**src/rtl/can_ctl_pkg.sv**
```systemverilog
package can_ctl_pkg;
    localparam int REG_W    = 16;
    localparam int B_RSTA   = 0;
    localparam int B_LOOP   = 1;
    localparam int B_BASIC  = 3;
    localparam int B_RSTB   = 4;
    localparam int B_PS_LO  = 8;
    localparam int B_TSCLR  = 10;
    localparam int B_ECCLR  = 11;

    typedef enum logic [1:0] {
        EC_IDLE  = 2'd0,
        EC_PULSE = 2'd1,
        EC_WAIT  = 2'd2
    } ec_state_t;

    typedef enum logic {
        TS_RUN = 1'b0,
        TS_CLR = 1'b1
    } ts_state_t;
endpackage

```
**src/rtl/can_ecr_fsm.sv**
```systemverilog
module can_ecr_fsm
    import can_ctl_pkg::*;
(
    input  logic clk,
    input  logic rst_n,
    input  logic set_req,
    input  logic ack,
    output logic pulse,
    output logic busy
);
    ec_state_t state_q, state_d;

    always_ff @(posedge clk or negedge rst_n) begin
        if (!rst_n) state_q <= EC_IDLE;
        else        state_q <= state_d;
    end

    always_comb begin
        state_d = state_q;
        unique case (state_q)
            EC_IDLE:  if (set_req) state_d = EC_PULSE;
            EC_PULSE: state_d = ack ? EC_IDLE : EC_WAIT;
            EC_WAIT:  if (ack) state_d = EC_IDLE;
            default:  state_d = EC_IDLE;
        endcase
    end

    always_comb begin
        pulse = (state_q == EC_PULSE);
        busy  = (state_q != EC_IDLE);
    end

    p_pulse_one_r8: assert property (@(posedge clk) disable iff (!rst_n)
        pulse |=> !pulse);
    p_busy_hold_r8: assert property (@(posedge clk) disable iff (!rst_n)
        (busy && !ack) |=> busy);
endmodule

```
**src/rtl/can_ts_presc.sv**
```systemverilog
module can_ts_presc #(
    parameter int PS_W = 2
) (
    input  logic            clk,
    input  logic            rst_n,
    input  logic            tick,
    input  logic [PS_W-1:0] sel,
    input  logic            restart,
    output logic            adv
);
    logic [PS_W-1:0] phase_q;

    always_ff @(posedge clk or negedge rst_n) begin
        if (!rst_n)
            phase_q <= '0;
        else if (restart)
            phase_q <= '0;
        else if (tick)
            phase_q <= (phase_q == sel) ? '0 : phase_q + PS_W'(1);
    end

    always_comb adv = tick && !restart && (phase_q == sel);

    p_phase_bound_r4: assert property (@(posedge clk) disable iff (!rst_n)
        phase_q <= sel);
endmodule

```
**src/rtl/can_ts_cnt.sv**
```systemverilog
module can_ts_cnt
    import can_ctl_pkg::*;
#(
    parameter int TS_W = 16
) (
    input  logic            clk,
    input  logic            rst_n,
    input  logic            set_req,
    input  logic            adv,
    output logic [TS_W-1:0] value,
    output logic            busy
);
    ts_state_t       state_q, state_d;
    logic [TS_W-1:0] cnt_q;

    always_ff @(posedge clk or negedge rst_n) begin
        if (!rst_n) state_q <= TS_RUN;
        else        state_q <= state_d;
    end

    always_comb begin
        state_d = state_q;
        unique case (state_q)
            TS_RUN:  if (set_req) state_d = TS_CLR;
            TS_CLR:  state_d = set_req ? TS_CLR : TS_RUN;
            default: state_d = TS_RUN;
        endcase
    end

    always_ff @(posedge clk or negedge rst_n) begin
        if (!rst_n)                cnt_q <= '0;
        else if (state_q == TS_CLR) cnt_q <= '0;
        else if (adv)              cnt_q <= cnt_q + TS_W'(1);
    end

    always_comb begin
        value = cnt_q;
        busy  = (state_q == TS_CLR);
    end

    p_ts_clear_r6: assert property (@(posedge clk) disable iff (!rst_n)
        busy |=> (value == '0));
    p_ts_step_r4: assert property (@(posedge clk) disable iff (!rst_n)
        !busy |=> (value == $past(value) || value == $past(value) + TS_W'(1)));
endmodule

```
**src/rtl/can_ctl_ts.sv**
```systemverilog
module can_ctl_ts
    import can_ctl_pkg::*;
#(
    parameter int TS_W = 16,
    parameter int PS_W = 2
) (
    input  logic             clk,
    input  logic             rst_n,
    input  logic             wr_en,
    input  logic [REG_W-1:0] wr_data,
    output logic [REG_W-1:0] rd_data,
    input  logic             bit_tick,
    input  logic             ec_clr_ack,
    output logic             can_reset,
    output logic             loopback_en,
    output logic             basic_en,
    output logic             ec_clr_pulse,
    output logic [TS_W-1:0]  ts_value
);
    logic            rsta_q, rstb_q, loop_q, basic_q;
    logic [PS_W-1:0] sel_q;
    logic [PS_W-1:0] sel_wr;
    logic            sel_chg, ts_busy, ec_busy, adv;

    always_comb begin
        sel_wr  = wr_data[B_PS_LO +: PS_W];
        sel_chg = wr_en && (sel_wr != sel_q);
    end

    always_ff @(posedge clk or negedge rst_n) begin
        if (!rst_n) begin
            rsta_q  <= 1'b1;
            rstb_q  <= 1'b1;
            loop_q  <= 1'b0;
            basic_q <= 1'b0;
            sel_q   <= '0;
        end else if (wr_en) begin
            rsta_q  <= wr_data[B_RSTA];
            rstb_q  <= wr_data[B_RSTB];
            loop_q  <= wr_data[B_LOOP];
            basic_q <= wr_data[B_BASIC];
            sel_q   <= sel_wr;
        end
    end

    can_ts_presc #(.PS_W(PS_W)) u_presc (
        .clk     (clk),
        .rst_n   (rst_n),
        .tick    (bit_tick),
        .sel     (sel_q),
        .restart (sel_chg || ts_busy),
        .adv     (adv)
    );

    can_ts_cnt #(.TS_W(TS_W)) u_cnt (
        .clk     (clk),
        .rst_n   (rst_n),
        .set_req (wr_en && wr_data[B_TSCLR]),
        .adv     (adv),
        .value   (ts_value),
        .busy    (ts_busy)
    );

    can_ecr_fsm u_ecr (
        .clk     (clk),
        .rst_n   (rst_n),
        .set_req (wr_en && wr_data[B_ECCLR]),
        .ack     (ec_clr_ack),
        .pulse   (ec_clr_pulse),
        .busy    (ec_busy)
    );

    always_comb begin
        rd_data                   = '0;
        rd_data[B_RSTA]           = rsta_q;
        rd_data[B_LOOP]           = loop_q;
        rd_data[B_BASIC]          = basic_q;
        rd_data[B_RSTB]           = rstb_q;
        rd_data[B_PS_LO +: PS_W]  = sel_q;
        rd_data[B_TSCLR]          = ts_busy;
        rd_data[B_ECCLR]          = ec_busy;
        can_reset                 = rsta_q || rstb_q;
        loopback_en               = loop_q;
        basic_en                  = basic_q;
    end

    p_ec_bit_hold_r7: assert property (@(posedge clk) disable iff (!rst_n)
        (rd_data[B_ECCLR] && !ec_clr_ack) |=> rd_data[B_ECCLR]);
    p_ec_pulse_start_r8: assert property (@(posedge clk) disable iff (!rst_n)
        (!rd_data[B_ECCLR] && wr_en && wr_data[B_ECCLR]) |=> ec_clr_pulse);
endmodule

```
**config.mk**
```make
export PLATFORM = sky130hd
export DESIGN_NAME = can_ctl_ts
export DESIGN_NICKNAME = d
export VERILOG_FILES = /design/src/rtl/can_ctl_pkg.sv /design/src/rtl/can_ecr_fsm.sv /design/src/rtl/can_ts_presc.sv /design/src/rtl/can_ts_cnt.sv /design/src/rtl/can_ctl_ts.sv
export SDC_FILE = /design/constraint.sdc
export NUM_CORES = 1
export LEC_CHECK = 0
export ABC_AREA = 1
export CORE_MARGIN = 8
export CORE_UTILIZATION = 45
export CTS_CLUSTER_DIAMETER = 40
export DETAILED_ROUTE_END_ITERATION = 16
export PLACE_DENSITY = 0.79
export SLEW_MARGIN = 0
export SYNTH_ARGS = -nofsm -noshare
export SYNTH_HDL_FRONTEND = slang
export SYNTH_SLANG_ARGS = --single-unit
```
**constraint.sdc**
```tcl
create_clock -name clk -period 2.1 [get_ports clk]
set_input_delay 0.21 -clock clk [delete_from_list [all_inputs] [get_ports clk]]
set_output_delay 0.21 -clock clk [all_outputs]
set_load 0.1 [all_outputs]
```
After elaboration in Yosys (flattened, before gate mapping)
Index checks and enable logic that the tools add are counted.
{"block": "totals", "inputBits": 21, "elab_cells": 40, "out_inout_bits": 36, "regBits": 27}
{"block": "classes", "eq_ne": 6, "add_sub_neg": 2, "muxes": 10, "n_reduce_logical": 13}
{"operator": "$mux 16", "count": 2}
{"operator": "$add 16x1->16 const B", "count": 1}
{"operator": "$mux 2", "count": 6}
{"operator": "$pmux 2 s3", "count": 1}
{"operator": "$reduce_bool 2->1", "count": 3}
{"operator": "$logic_and 1x1->1", "count": 5}
{"operator": "$add 2x1->2 const B", "count": 1}
{"operator": "$eq 2x1->1 const B", "count": 1}
{"operator": "$eq 2x2->1", "count": 1}
{"operator": "$eq 2x2->1 const B", "count": 1}
{"operator": "$logic_not 2->1", "count": 1}
{"operator": "$logic_or 1x1->1", "count": 2}
{"operator": "$ne 2x1->1 const B", "count": 1}
{"operator": "$ne 2x2->1", "count": 1}
{"operator": "$ne 2x2->1 const B", "count": 1}
{"operator": "$reduce_and 2->1", "count": 1}
{"operator": "$logic_not 1->1", "count": 1}
{"operator": "$mux 1", "count": 1}

Depth between registers and ports, before layout
{"block": "logic_depth", "word_depth": 8, "depth_mapped": 9}

By module
From an unflattened synthesis, not the netlist that was laid out.
{"block": "hier_totals", "cells_unflattened": 223, "area_unflattened_um2": 1626.6}
{"mod": "can_ts_cnt", "cells_each": 130, "n_inst": 1, "area_each_um2": 948.4}
{"mod": "can_ctl_ts", "cells_each": 53, "n_inst": 1, "area_each_um2": 422.9}
{"mod": "can_ts_presc", "cells_each": 28, "n_inst": 1, "area_each_um2": 160.2}
{"mod": "can_ecr_fsm", "cells_each": 12, "n_inst": 1, "area_each_um2": 95.1}

Worst setup path before layout
Ideal clock, no wire load.
{"block": "synth_timing", "path_kind": "register -> register", "from": "register u_cnt.cnt_q[0] (netlist: u_cnt.value[0])", "to": "register u_cnt.cnt_q[14] (netlist: u_cnt.value[14])", "path_stages_with_launch": 10, "setup_slack_ns": 0.060, "n_path_buf": 0, "setup_ns": 0.068, "arrival_ns": 1.971, "cell_sequence": "dfrtp_1 -> ha_1 -> nand2_1 -> nor2_4 -> nand3_1 -> nand2_1 -> nand2_1 -> nor2_1 -> nand2_1 -> nand2_1"}
{"block": "synth_between", "elab_chain_len": 3}
{"element": "start, declared", "line": "can_ts_cnt.sv:14", "text": "logic [TS_W-1:0] cnt_q;"}
{"element": "start signal, assigned", "line": "can_ts_cnt.sv:33", "text": "else if (adv) cnt_q <= cnt_q + TS_W'(1);"}
{"element": "$add 16x1->16", "line": "can_ts_cnt.sv:33"}
{"element": "$mux 16", "line": "can_ts_cnt.sv:33"}
{"element": "$mux 16", "line": "can_ts_cnt.sv:32", "text": "else if (state_q == TS_CLR) cnt_q <= '0;"}
Every way passes these cells. The select of a mux whose other input is x is not followed.
A chain may end at the register's enable or synchronous reset.

Final worst setup path
{"block": "layout_timing", "from": "register sel_q[1]", "to": "register u_cnt.cnt_q[7] (netlist: u_cnt.value[7])"}
{"block": "layout_between", "elab_chain_len": 7, "elab_cells_between_ends": 8, "classes_between": "eq/ne (2); reduce/logical (6)"}
{"element": "start, declared", "line": "can_ctl_ts.sv:21", "text": "logic [PS_W-1:0] sel_q;"}
{"element": "start signal, assigned", "line": "can_ctl_ts.sv:42", "text": "sel_q <= sel_wr;"}
{"element": "$ne 2x2->1", "line": "can_ctl_ts.sv:27", "text": "sel_chg = wr_en && (sel_wr != sel_q);"}
{"element": "$logic_and 1x1->1", "line": "can_ctl_ts.sv:27"}
{"element": "$logic_or 1x1->1", "line": "can_ctl_ts.sv:51", "text": ".restart (sel_chg || ts_busy),"}
{"element": "$logic_not 1->1", "line": "can_ts_presc.sv:22", "text": "always_comb adv = tick && !restart && (phase_q == sel);"}
{"element": "$logic_and 1x1->1", "line": "can_ts_presc.sv:22"}
{"element": "$logic_and 1x1->1 (*)", "line": "can_ts_presc.sv:22"}
{"element": "$reduce_bool 2->1 (no line) (*)"}
Mark *: on every way between the ends. The rest lies on a longest branch, timed or not.

==> qor.tcl <==
set qor(routed_via_count_divided_by_cell_count) 4.75
set qor(timing.clock.skew_ns) 0.00334
set qor(synthesis.area_per_instance_um2) 7.50
set qor(grtUsageTotal) 0.126
set qor(layout.area.seq_um2) 678
set qor(htreeDepth) 1
set qor(cts_setup_buffers) 0
set qor(cts.repair.resized) 0
set qor(synthDominantAreaCellType) {sky130_fd_sc_hd__dfrtp_1}
set qor(fin_tns_setup_ns) 0
set qor(fin_util) 0.559
set qor(antenna_found_initial) 0
set qor(final_layout_size_suffix_gt1_frac) 0.208
set qor(p_sw_w) 0.000568
set qor(critical_path_peak_fanout) 25
set qor(p_per_cell_area_nw_per_um2) 660
set qor(leakagePower_nw) 0.992
set qor(tritoncts.num_buffers) 3
set qor(route.vias.total) 1463
set qor(design.core.area_um2) 3630
set qor(clock_path_buffers) 2
set qor(yosys_warnings) 0
set qor(die_width_um) 77.2
set qor(hold_violations) 0
set qor(drt-wirelength-per-cell_um) 11.8
set qor(timing.setup.critical_path_class) {flip-flop to flip-flop}
set qor(synthXorXnorAreaFrac) 0.0312
set qor(data_arrival_time_of_the_worst_path_ns) 1.88
set qor(cellInternalPower_w) 0.000773
set qor(maxSlewViolCount) 0
set qor(drt_drc_violations_left) 0
set qor(clock_sink_count) 27
set qor(syn_inst) 225
set qor(first_global_vias) 1444
set qor(multi_input_comb_area_um2) 805
set qor(grt_setup_unrepaired) {no}
set qor(crit_required_ns) 2.32
set qor(distinct_cell_type_count_after_synthesis) 29
set qor(maxCapViolations) 0
set qor(clock.fmax_ghz) 0.603
set qor(detailed_place_hpwl_um) 2760
set qor(main_combinational_cell_family_by_area_after_synthesis) {simple AND/OR/NAND/NOR gates}
set qor(yosys.area_share.simple) 0.341
set qor(clock_latency_ns) 0.28
set qor(nFillCells) 352
set qor(cts_hold_buffers) 0
set qor(regToRegSetupSlack_ns) 0.44
set qor(antenna_cells) 0
set qor(mappedNetlistArea_um2) 1690
set qor(finalSetupViolCount) 0
set qor(ys_top_cells_by_area) {sky130_fd_sc_hd__dfrtp_1 (37%), sky130_fd_sc_hd__nand2_1 (14%), sky130_fd_sc_hd__nand3_1 (6.5%)}
set qor(fin_crit_sh) 0.790
set qor(antenna_left) 0
set qor(cts_tree) {yes}
set qor(most_frequent_cells_in_the_layout) {sky130_fd_sc_hd__nand2_1 (65), sky130_fd_sc_hd__buf_4 (31), sky130_fd_sc_hd__dfrtp_1 (25)}
set qor(num_rows) 22
set qor(gpl.final_weighted_congestion) 0.881
set qor(hold_path_class) {input port to async pin}
set qor(synth_fa_ha_area_frac) 0.00742
set qor(power_frac_seq) 0.426
set qor(min_period_ns) 1.66
set qor(port-buffer-count) 40
set qor(synth_compound_area_frac) 0.0660
set qor(p_clk_frac) 0.224
set qor(area_delta_synth_final_pct) 20.5
set qor(nNetsFinal) 283
set qor(initial_core_util) 0.464
set qor(cts-root-buf) {sky130_fd_sc_hd__clkbuf_8}
set qor(globalRoute.totalOverflow) 0
set qor(power_frac_comb) 0.349
set qor(grt_max_degree) 28
set qor(clkTransAtPathRegs_ns) 0.09
set qor(p_total_w) 0.00134
set qor(boundaryPins) 57
set qor(postSynthRegisterBits) 27
set qor(start_kind) {flip-flop}
set qor(die_height_um) 77.2
set qor(detail_route.wirelength_um) 3640
set qor(synthMuxAreaShare) 0.0134
set qor(yosysTopAreaCellShare) 0.371
set qor(seq_area_frac_synth) 0.402
set qor(floorplan.die_area_um2) 5960
set qor(drt_pre_antenna_iters) 4
set qor(mostFrequentLayoutCell) {sky130_fd_sc_hd__nand2_1}
set qor(run_status) {complete, no violations}
set qor(grt_pass1_wl_um) 6400
set qor(drt_first_iter_violations) 90
set qor(cp-end-kind) {flip-flop}
set qor(sw_frac_of_total) 0.424
set qor(vdd_drop_max_mv) 0.363
layout make-up:
| type | count | area share |
|---|---|---|
| multi-input combinational | 162 | 0.396 |
| clock inverter | 1 | 0.00246 |
| tap | 48 | 0.0296 |
| clock buffer | 3 | 0.0203 |
| inverter | 24 | 0.0443 |
| sequential | 27 | 0.334 |
| timing repair buffer | 43 | 0.174 |
final timing paths:
| kind | from | end | cells past startpoint |
|---|---|---|---|
| setup / recovery | sel_q[1] | u_cnt.value[7] | 9 |
| hold / removal | rst_n | u_ecr.state_q[0] | 2 |
| setup reg to reg | sel_q[1] | u_cnt.value[7] | 9 |
| hold reg to reg | rstb_q | rstb_q | 2 |
| max in group asynchronous | rst_n | rstb_q | 2 |
| min in group clk | wr_data[10] | u_cnt.busy | 3 |
metal layers:
layer,global-route usage,share of wire
met2,0.217,0.49
met5,0,0
met1,0.151,0.46
met3,0.0268,0.041
met4,0.0415,0.012
flip-flops by register name, summed over array words and instances (netlist names):
signal           flops
u_cnt.busy           1
loopback_en          1
u_cnt.value         16
sel_q                2
basic_en             1
u_presc.phase_q      2
rsta_q               1
rstb_q               1
u_ecr.state_q        2
critical path, cell delays in order, from the launching register on:
cell                      delay (ns)
sky130_fd_sc_hd__dfrtp_1        0.42
sky130_fd_sc_hd__inv_1          0.10
sky130_fd_sc_hd__nand2_1        0.05
sky130_fd_sc_hd__nand2_1        0.05
sky130_fd_sc_hd__nand2_1        0.05
sky130_fd_sc_hd__nand2_1        0.14
sky130_fd_sc_hd__nand4_4        0.36
sky130_fd_sc_hd__nand2_2        0.28
sky130_fd_sc_hd__nand2_1        0.08
sky130_fd_sc_hd__nand2_1        0.07
cell families after synthesis:
| kind of cell | count (synthesis) |
|---|---|
| AND/OR/NAND/NOR | 127 |
| buffers and inverters | 43 |
| flip-flops | 27 |
| AO/OA/AOI/OAI | 18 |
| XOR/XNOR | 6 |
| multiplexers | 2 |
| adder cells (fa/ha/maj) | 1 |
| other | 1 |
Yosys cell counts (all sizes together):
| master | n |
|---|---|
| o22ai | 3 |
| nand2 | 67 |
| dfstp | 2 |
| inv | 24 |
| nand4 | 1 |
| ha | 1 |
| mux2 | 2 |
| o21ai | 14 |
| clkbuf | 1 |
| nor3 | 4 |
| buf | 18 |
| xor2 | 4 |
| a21o | 1 |
| nand3b | 3 |
| nor2 | 28 |
| conb | 1 |
| nand3 | 24 |
| dfrtp | 25 |
| xnor2 | 2 |
power groups by stage:
| stage | Sequential (W) | Combinational (W) | Clock [W] |
|---|---|---|---|
| floorplan | 0.000684 | 0.000290 | 0 |
| global placement | 0.000582 | 0.000467 | 0 |
| detailed placement | 0.000583 | 0.000471 | 0 |
| CTS | 0.000573 | 0.000471 | 0.000312 |
| global route | 0.000577 | 0.000494 | 0.000332 |
| finish | 0.000572 | 0.000469 | 0.000301 |
metrics by stage:
stage               area, um2  std cells  setup WS, ns  hold slack (ns)
floorplan                1710        232        0.0603          -0.0856
global placement         1990        304         0.278            0.486
detailed placement       1990        304         0.225            0.490
CTS                      2030        308         0.437            0.320
global route             2030        308         0.233            0.329
finish                   2030        308         0.441            0.309
No activity file was read; power rests on OpenSTA's default activity.
